## config.mk

```make
export PLATFORM = sky130hd
export DESIGN_NAME = gpio_irq_bank
export DESIGN_NICKNAME = d
export VERILOG_FILES = /design/src/rtl/gpio_bank_pkg.sv /design/src/rtl/gpio_sync2.sv /design/src/rtl/gpio_edge_cause.sv /design/src/rtl/gpio_blink_div.sv /design/src/rtl/gpio_irq_bank.sv
export SDC_FILE = /design/constraint.sdc
export NUM_CORES = 1
export LEC_CHECK = 0
export BUFFER_PORTS_ARGS = -buffer_cell sky130_fd_sc_hd__buf_2
export CAP_MARGIN = 10
export CORE_ASPECT_RATIO = 1.1
export CORE_MARGIN = 2
export CORE_UTILIZATION = 53
export CTS_CLUSTER_SIZE = 25
export DETAILED_ROUTE_END_ITERATION = 6
export PLACE_DENSITY = 0.88
export SLEW_MARGIN = 25
export SYNTH_ARGS = -nofsm -noshare
export SYNTH_HDL_FRONTEND = slang
export SYNTH_HIERARCHICAL = 1
export SYNTH_SLANG_ARGS = --single-unit
```

## constraint.sdc

```tcl
create_clock -name clk -period 1.8 [get_ports clk]
set_input_delay 0.18 -clock clk [delete_from_list [all_inputs] [get_ports clk]]
set_output_delay 0.18 -clock clk [all_outputs]
set_load 0.005 [all_outputs]
```

## src/rtl/gpio_bank_pkg.sv

```systemverilog
`timescale 1ns/1ps
package gpio_bank_pkg;
  typedef enum logic [3:0] {
    RS_OUT, RS_DIR, RS_BLINK, RS_POL, RS_DIN,
    RS_CAUSE, RS_EMASK, RS_LMASK, RS_NONE
  } reg_sel_e;

  // byte offsets: software decodes these, so they are fixed
  function automatic reg_sel_e decode_addr(input logic [31:0] a);
    case (a)
      32'h00:  return RS_OUT;
      32'h04:  return RS_DIR;
      32'h08:  return RS_BLINK;
      32'h0C:  return RS_POL;
      32'h10:  return RS_DIN;
      32'h14:  return RS_CAUSE;
      32'h18:  return RS_EMASK;
      32'h1C:  return RS_LMASK;
      default: return RS_NONE;
    endcase
  endfunction
endpackage

```

## src/rtl/gpio_sync2.sv

```systemverilog
`timescale 1ns/1ps
module gpio_sync2 #(
  parameter int W = 32
) (
  input  logic         clk,
  input  logic         rst,
  input  logic [W-1:0] d,
  output logic [W-1:0] q
);
  logic [W-1:0] meta_q;

  always_ff @(posedge clk) begin
    if (rst) begin
      meta_q <= '0;
      q      <= '0;
    end else begin
      meta_q <= d;
      q      <= meta_q;
    end
  end
endmodule

```

## src/rtl/gpio_edge_cause.sv

```systemverilog
`timescale 1ns/1ps
module gpio_edge_cause #(
  parameter int W = 32
) (
  input  logic         clk,
  input  logic         rst,
  input  logic [W-1:0] level,
  input  logic         ack_en,
  input  logic [W-1:0] ack_keep,
  output logic [W-1:0] cause
);
  logic [W-1:0] prev_q;
  logic [W-1:0] rise;
  logic [W-1:0] kept;

  assign rise = level & ~prev_q;
  assign kept = ack_en ? (cause & ack_keep) : cause;

  always_ff @(posedge clk) begin
    if (rst) begin
      prev_q <= '0;
      cause  <= '0;
    end else begin
      prev_q <= level;
      cause  <= kept | rise;   // a fresh edge beats the acknowledge
    end
  end
endmodule

```

## src/rtl/gpio_blink_div.sv

```systemverilog
`timescale 1ns/1ps
module gpio_blink_div #(
  parameter int DIV = 16
) (
  input  logic clk,
  input  logic rst,
  output logic phase
);
  localparam int CW = (DIV > 1) ? $clog2(DIV) : 1;
  localparam logic [CW-1:0] LAST = CW'(DIV - 1);

  logic [CW-1:0] cnt_q;

  always_ff @(posedge clk) begin
    if (rst) begin
      cnt_q <= '0;
      phase <= 1'b0;
    end else if (cnt_q == LAST) begin
      cnt_q <= '0;
      phase <= ~phase;
    end else begin
      cnt_q <= cnt_q + 1'b1;
    end
  end
endmodule

```

## src/rtl/gpio_irq_bank.sv

```systemverilog
`timescale 1ns/1ps
module gpio_irq_bank
  import gpio_bank_pkg::*;
#(
  parameter int N_LINES   = 32,
  parameter int GRP_SIZE  = 8,
  parameter int ADDR_W    = 8,
  parameter int BLINK_DIV = 16
) (
  input  logic                          clk,
  input  logic                          rst,
  input  logic [ADDR_W-1:0]             reg_addr,
  input  logic                          reg_wr,
  input  logic [N_LINES-1:0]            reg_wdata,
  output logic [N_LINES-1:0]            reg_rdata,
  input  logic [N_LINES-1:0]            pin_in,
  output logic [N_LINES-1:0]            pin_out,
  output logic [N_LINES-1:0]            pin_oe,
  output logic [N_LINES/GRP_SIZE-1:0]   irq_out
);
  localparam int NGRP = N_LINES / GRP_SIZE;

  logic [N_LINES-1:0] out_q, dir_q, blink_q, pol_q, emask_q, lmask_q;
  logic [N_LINES-1:0] sync_w, data_in_w, cause_q, pending_w;
  logic               phase_w;
  reg_sel_e           sel_w;

  assign sel_w = decode_addr(32'(reg_addr));

  gpio_sync2 #(.W(N_LINES)) u_sync (
    .clk(clk), .rst(rst), .d(pin_in), .q(sync_w)
  );

  assign data_in_w = sync_w ^ pol_q;

  gpio_edge_cause #(.W(N_LINES)) u_cause (
    .clk(clk), .rst(rst), .level(data_in_w),
    .ack_en(reg_wr && (sel_w == RS_CAUSE)),
    .ack_keep(reg_wdata), .cause(cause_q)
  );

  gpio_blink_div #(.DIV(BLINK_DIV)) u_blink (
    .clk(clk), .rst(rst), .phase(phase_w)
  );

  // configuration registers
  always_ff @(posedge clk) begin
    if (rst) begin
      out_q   <= '0;
      dir_q   <= '1;
      blink_q <= '0;
      pol_q   <= '0;
      emask_q <= '0;
      lmask_q <= '0;
    end else if (reg_wr) begin
      case (sel_w)
        RS_OUT:   out_q   <= reg_wdata;
        RS_DIR:   dir_q   <= reg_wdata;
        RS_BLINK: blink_q <= reg_wdata;
        RS_POL:   pol_q   <= reg_wdata;
        RS_EMASK: emask_q <= reg_wdata;
        RS_LMASK: lmask_q <= reg_wdata;
        default:  ;
      endcase
    end
  end

  // registered read port
  always_ff @(posedge clk) begin
    if (rst) begin
      reg_rdata <= '0;
    end else begin
      case (sel_w)
        RS_OUT:   reg_rdata <= out_q;
        RS_DIR:   reg_rdata <= dir_q;
        RS_BLINK: reg_rdata <= blink_q;
        RS_POL:   reg_rdata <= pol_q;
        RS_DIN:   reg_rdata <= data_in_w;
        RS_CAUSE: reg_rdata <= cause_q;
        RS_EMASK: reg_rdata <= emask_q;
        RS_LMASK: reg_rdata <= lmask_q;
        default:  reg_rdata <= '0;
      endcase
    end
  end

  assign pin_oe    = ~dir_q;
  assign pin_out   = out_q & (~blink_q | {N_LINES{phase_w}});
  assign pending_w = (data_in_w & lmask_q) | (cause_q & emask_q);

  for (genvar g = 0; g < NGRP; g++) begin : g_irq
    always_ff @(posedge clk) begin
      if (rst) irq_out[g] <= 1'b0;
      else     irq_out[g] <= |pending_w[g*GRP_SIZE +: GRP_SIZE];
    end
  end
endmodule

```

# After elaboration in Yosys (flattened, before gate mapping)
# Memories as Yosys holds them, arrays and structs flattened.
# Index checks and enable logic that the tools add are counted.
dict set report word_totals {
  ff_bits 361
  latchBits 0
  mem_bits_rw 0
  mem_bits_ro 128
  input_bits 75
  output_inout_bits 100
  word_cells 57
  memories 1
}
# memory depth word_bits rd rd_ports_with_merged_regs wr line_no
set memory_table {}
lappend memory_table {{(name not given)} 32 4 1 0 0 gpio_bank_pkg.sv:10} ;# case (a)
dict set report op_classes {
  n_addsub 1
  multipliers 0
  n_div 0
  magnitude_cmp 0
  eq_ne 8
  shifts 0
  mux 3
  bitwise_logic 13
  n_reduce_logical 14
}
# operator count
set ops {}
lappend ops {{one-hot mux 32 bit (8 select lines)} 1}
lappend ops {{bitwise AND 32 bit} 5}
lappend ops {{inverter 32 bit} 3}
lappend ops {{OR 32 bit} 3}
lappend ops {{two-way mux 32 bit} 1}
lappend ops {{OR reduction 8 bit} 4}
lappend ops {{bitwise XOR 32 bit} 1}
lappend ops {{equality test 4 x 3 -> 1 bit, second input constant} 4}
lappend ops {{AND reduction 2 bit} 6}
lappend ops {{equality test 4 x 2 -> 1 bit, second input constant} 2}
lappend ops {{adder 4 x 1 -> 4 bit, second input constant} 1}
lappend ops {{equality test 4 x 1 -> 1 bit, second input constant} 1}
lappend ops {{equality test 4 bit, second input constant} 1}
lappend ops {{logical NOT 4 bit} 1}
lappend ops {{two-way mux 4 bit} 1}
lappend ops {{logical NOT 3 bit} 1}
lappend ops {{OR reduction 2 bit} 1}
lappend ops {{logical AND 1 bit} 1}
lappend ops {{inverter 1 bit} 1}

# Depth between registers and ports, before layout
dict set report depth {
  ltp_word 6
  depth_mapped 8
  mapped_depth_nobuf 4
}

# Cells and area by module
# The synthesis kept the hierarchy.
# module n_inst cells_per_inst area_per_inst_um2
set by_module_without_submodules {}
lappend by_module_without_submodules {gpio_irq_bank 1 1329 10458.8}
lappend by_module_without_submodules {gpio_edge_cause 1 238 2369.8}
lappend by_module_without_submodules {gpio_sync2 1 135 1918.1}
lappend by_module_without_submodules {gpio_blink_div 1 17 183.9}

# Least setup slack after synthesis
# No wires, ideal clock.
dict set report synth_timing {
  path_type {input to register}
  from {input port reg_addr[2]}
  to {register u_cause.cause[16]}
  setup_ns 0.125
  arrival_time_ns 1.659
  setup_slack_ns 0.015
  path_stages 8
  n_path_buf 4
  cell_sequence {buf_2 > and3b_1 > buf_2 > clkbuf_1 > and3_1 > clkbuf_1 > nor2b_1 > o32ai_2}
}
dict set report synth_between {
  elab_chain_cells 6
}
# item line_no
set synth_rtl {}
lappend synth_rtl {{start: declaration} gpio_irq_bank.sv:12} ;# input logic [ADDR_W-1:0] reg_addr,
lappend synth_rtl {{memory read (32 x 4 bit)} n/a}
lappend synth_rtl {{two-way mux 4 bit} gpio_bank_pkg.sv:10}
lappend synth_rtl {{equality test 4 x 3 -> 1 bit} gpio_irq_bank.sv:38} ;# .ack_en(reg_wr && (sel_w == RS_CAUSE)),
lappend synth_rtl {{logical AND 1 bit} gpio_irq_bank.sv:38}
lappend synth_rtl {{two-way mux 32 bit} gpio_edge_cause.sv:17} ;# assign kept = ack_en ? (cause & ack_keep) : cause;
lappend synth_rtl {{OR 32 bit} gpio_edge_cause.sv:25} ;# cause <= kept | rise;
lappend synth_rtl {{end signal: assignment} gpio_edge_cause.sv:25}
lappend synth_rtl {{end: declaration} gpio_edge_cause.sv:10} ;# output logic [W-1:0] cause
# Every way passes these cells.
# A chain may end at the register's enable or synchronous reset.

# Final worst setup path
dict set report layout_timing {
  from {register u_blink.phase}
  to {output port pin_out[4]}
}
dict set report layout_between {
  elab_chain_cells 2
}
# item line_no
set layout_rtl {}
lappend layout_rtl {{start: declaration} gpio_blink_div.sv:7} ;# output logic phase
lappend layout_rtl {{start signal: assignment} gpio_blink_div.sv:20} ;# phase <= ~phase;
lappend layout_rtl {{OR 32 bit} gpio_irq_bank.sv:88} ;# assign pin_out = out_q & (~blink_q | {N_LINES{phase_w}});
lappend layout_rtl {{bitwise AND 32 bit} gpio_irq_bank.sv:88}
lappend layout_rtl {{end: declaration} gpio_irq_bank.sv:17} ;# output logic [N_LINES-1:0] pin_out,
# Every way passes these cells.

==> results.py <==
metrics = {
    "final_layout": {
        "nets": 2009,
        "fill_cells": 2080,
        "final_cell_mix": "430 x nand2_1, 360 x dfxtp_1, 173 x buf_2",
        "drive_gt1_share_pct": 20.40,
        "multi_input_area_um2": 6917,
        "area.growth.synth_to_final_pct": 22.55,
        "layout_commonest_cell": "nand2_1",
        "fin_cells": 2321,
        "final-seq-area_um2": 7228,
    },
    "route": {
        "detail-route-antenna-nets": 0,
        "drtPass1Iterations": 6,
        "via_per_inst": 6.115,
        "drt_wl_total_mm": 48.11,
        "wl_per_cell_um": 20.73,
        "drtIter0Drc": 1644,
        "via_count": 14194,
        "remaining_drc_errors": 0,
    },
    "cts": {
        "clock_tree.root_cell": "clkbuf_16",
        "cts_tree": "yes",
        "cts_inserted_buffers": 35,
        "clkLatencyLatePin_ns": 0.52,
        "cts.sinks": 361,
        "clk_path_buf_depth": 3,
        "path_clk_slew_ns": 0.06,
        "htreeDepth": 2,
    },
    "logic_synthesis": {
        "synth_edf_count": 0,
        "synthArstFlopShare_pct": 0,
        "yosysSeqAreaShare_pct": 48.40,
        "yosys.area.top_type": "dfxtp_1",
        "synth.cell_area_um2": 14930,
        "synth_seq_cells": 361,
        "synthCells": 1719,
        "synth_area_leaders": "dfxtp_1 48%, nand2_1 11%, a21oi_1 5.7%, nor2b_2 3.5%, clkbuf_1 2.5%",
        "syn_avg_cell_area_um2": 8.686,
        "ys_types": 51,
        "synth_warnings": 6,
        "synth_nets": 1795,
        "synth_flop_cell": "dfxtp_1",
        "synth.top_cell.area_share_pct": 48.40,
    },
    "setup_path": {
        "crit_type": "reg -> out",
        "crit_arrival_ns": 1.62,
        "cp-end-kind": "output pin",
        "cpPeakStageDelay_ns": 0.35,
        "slowest_stage": "dfxtp_2",
        "start_kind": "flop",
        "cp_data_required_time_ns": 1.62,
        "worstPathCellList": "clkinvlp_4, buf_6, a21boi_1, buf_2",
        "cp_max_fo": 6,
    },
    "sta": {
        "skew_ns": 0.009278,
        "period_minus_slack_ns": 1.803,
        "final-setup-viol-count": 1,
        "slew_viol_final": 0,
        "fmax_ghz": 0.5546,
        "final.period_utilization_pct": 100.2,
        "hold_viol_final": 0,
        "worstMarginPinSlew_ns": 0.5951,
        "rsz0062_at_grt": "true",
        "setup_ws_ns": -0.003052,
        "slew_headroom_pct": 60.32,
    },
    "die": {
        "ios": 175,
        "chipHeight_um": 180.0,
        "core-area_um2": 27790,
        "start_util_pct": 53.73,
        "num_rows": 64,
        "die_x_um": 164.0,
        "die-area_um2": 29530,
    },
    "flow_run": {
        "drv_cap": 0,
    },
    "place": {
        "placed_cells": 2192,
        "io_buffer_count": 174,
        "place_congestion": 0.9390,
        "pre_cts_slack_ns": -0.01874,
        "hpwl_mm": 31.27,
    },
    "global_route": {
        "grt_max_degree": 139,
        "grt_pass1_wl_mm": 74.39,
        "grt_pass1_vias": 13981,
        "grt-ovfl-total": 0,
        "track_usage_pct": 31.84,
        "antenna_found_initial": 3,
    },
    "pwr": {
        "finalPower_mw": 16.81,
        "power_density_nw_per_um2": 918.9,
        "vdd_ir_drop_max_mv": 0.6079,
        "p_leak_nw": 7.386,
    },
    "run_status": {
        "violations": "setup timing",
        "outcome": "finished, violations left",
    },
    "hold_path": {
        "hold_path.class": "in -> reg",
    },
}
critical path, delay by kind of cell, from the launching register on:
family / cells / cell delay (ns)
AO/OA/AOI/OAI: 1 / 0.26
buffers and inverters: 3 / 0.49
flip-flops: 1 / 0.35
synth_stat cells (3+ instances only):
library cell  number
a211oi_1           5
a21boi_0          32
a21o_1             4
a21oi_1          169
a221oi_1          26
a22o_1            33
a22oi_1           46
a2bb2oi_1         24
a31oi_1           30
and2_1             3
and3_1             4
and4_1             6
buf_2             21
buf_4              3
buf_6              8
clkbuf_1          98
dfxtp_1          361
inv_1             65
mux2i_1           23
nand2_1          430
nand2b_1          32
nand3b_1          32
nand4_1            4
nor2_1            36
nor2b_1           41
nor2b_2           60
nor3b_1            6
o21a_1             5
o2bb2ai_1         23
o32ai_1           22
o32ai_2           10
xor2_1            33
per-stage QoR:
stage	utilization (%)	area (µm²)	setup TNS, ns	hold WS (ns)
floorplan	-	14930	0	0.2521
global placement	58.89	16360	0	0.3952
detailed placement	58.89	16360	-0.01874	0.3918
CTS	65.64	18240	-0.03025	0.009032
global route	65.85	18300	-0.0006901	0.01299
finish	65.85	18300	-0.003052	0.03205
worst paths after layout:
| kind | from | depth (start not counted) | slack (ns) | endpoint |
|---|---|---|---|---|
| max | u_blink/phase | 4 | -0.003 | pin_out[4] |
| min | reg_wdata[1] | 3 | 0.03 | blink_q[1] |
| max reg2reg | pol_q[13] | 4 | 0.40 | irq_out[1] |
| min reg2reg | u_cause/prev_q[3] | 1 | 0.43 | u_cause/cause[3] |
cell type report:
cell class                      count  area share (%)
Clock inverter                      9          0.6565
Inverter                           66           1.374
Sequential cell                   361           39.50
Timing Repair Buffer              311           12.37
Multi-Input combinational cell   1158           37.80
Antenna cell                        2         0.02735
Tap cell                          363           2.482
Clock buffer                       51           5.785
power by group:
group | switching [mW] | internal (mW)
Combinational | 0.594 | 0.443
Sequential | 0.0927 | 8.13
Clock | 3.05 | 4.50
metal layers:
metal / global-route usage, % / part of all wire (%) / up-vias
met1: 39.13 / 36 / 6585
met4: 19.33 / 6.2 / 2
met2: 50.72 / 45 / 1078
li1: - / - / 6269
met5: 0 / 0.033 / -
met3: 7.089 / 12 / 260
kinds of logic (layout without fill, tap and decap cells):
kind of cell             Yosys count  after routing  synth area share, %
AND/OR/NAND/NOR                  666            666                21.67
AO/OA/AOI/OAI                    432            432                20.32
multiplexers                      25             25                1.693
buffers and inverters            200            437                5.833
adder cells (fa/ha/maj)            1              1              0.08379
flip-flops                       361            361                48.40
XOR/XNOR                          34             34                1.994
other                              0              2                    0
what timing repair did:
item,4_1_cts,5_1_grt
gates resized for setup,33,15
hold endpoints to repair,183,0
hold buffers,64,0
buffers inserted,3,0
setup endpoints to repair,32,16
pin swaps,1,5
No activity file was read; power rests on OpenSTA's default activity.
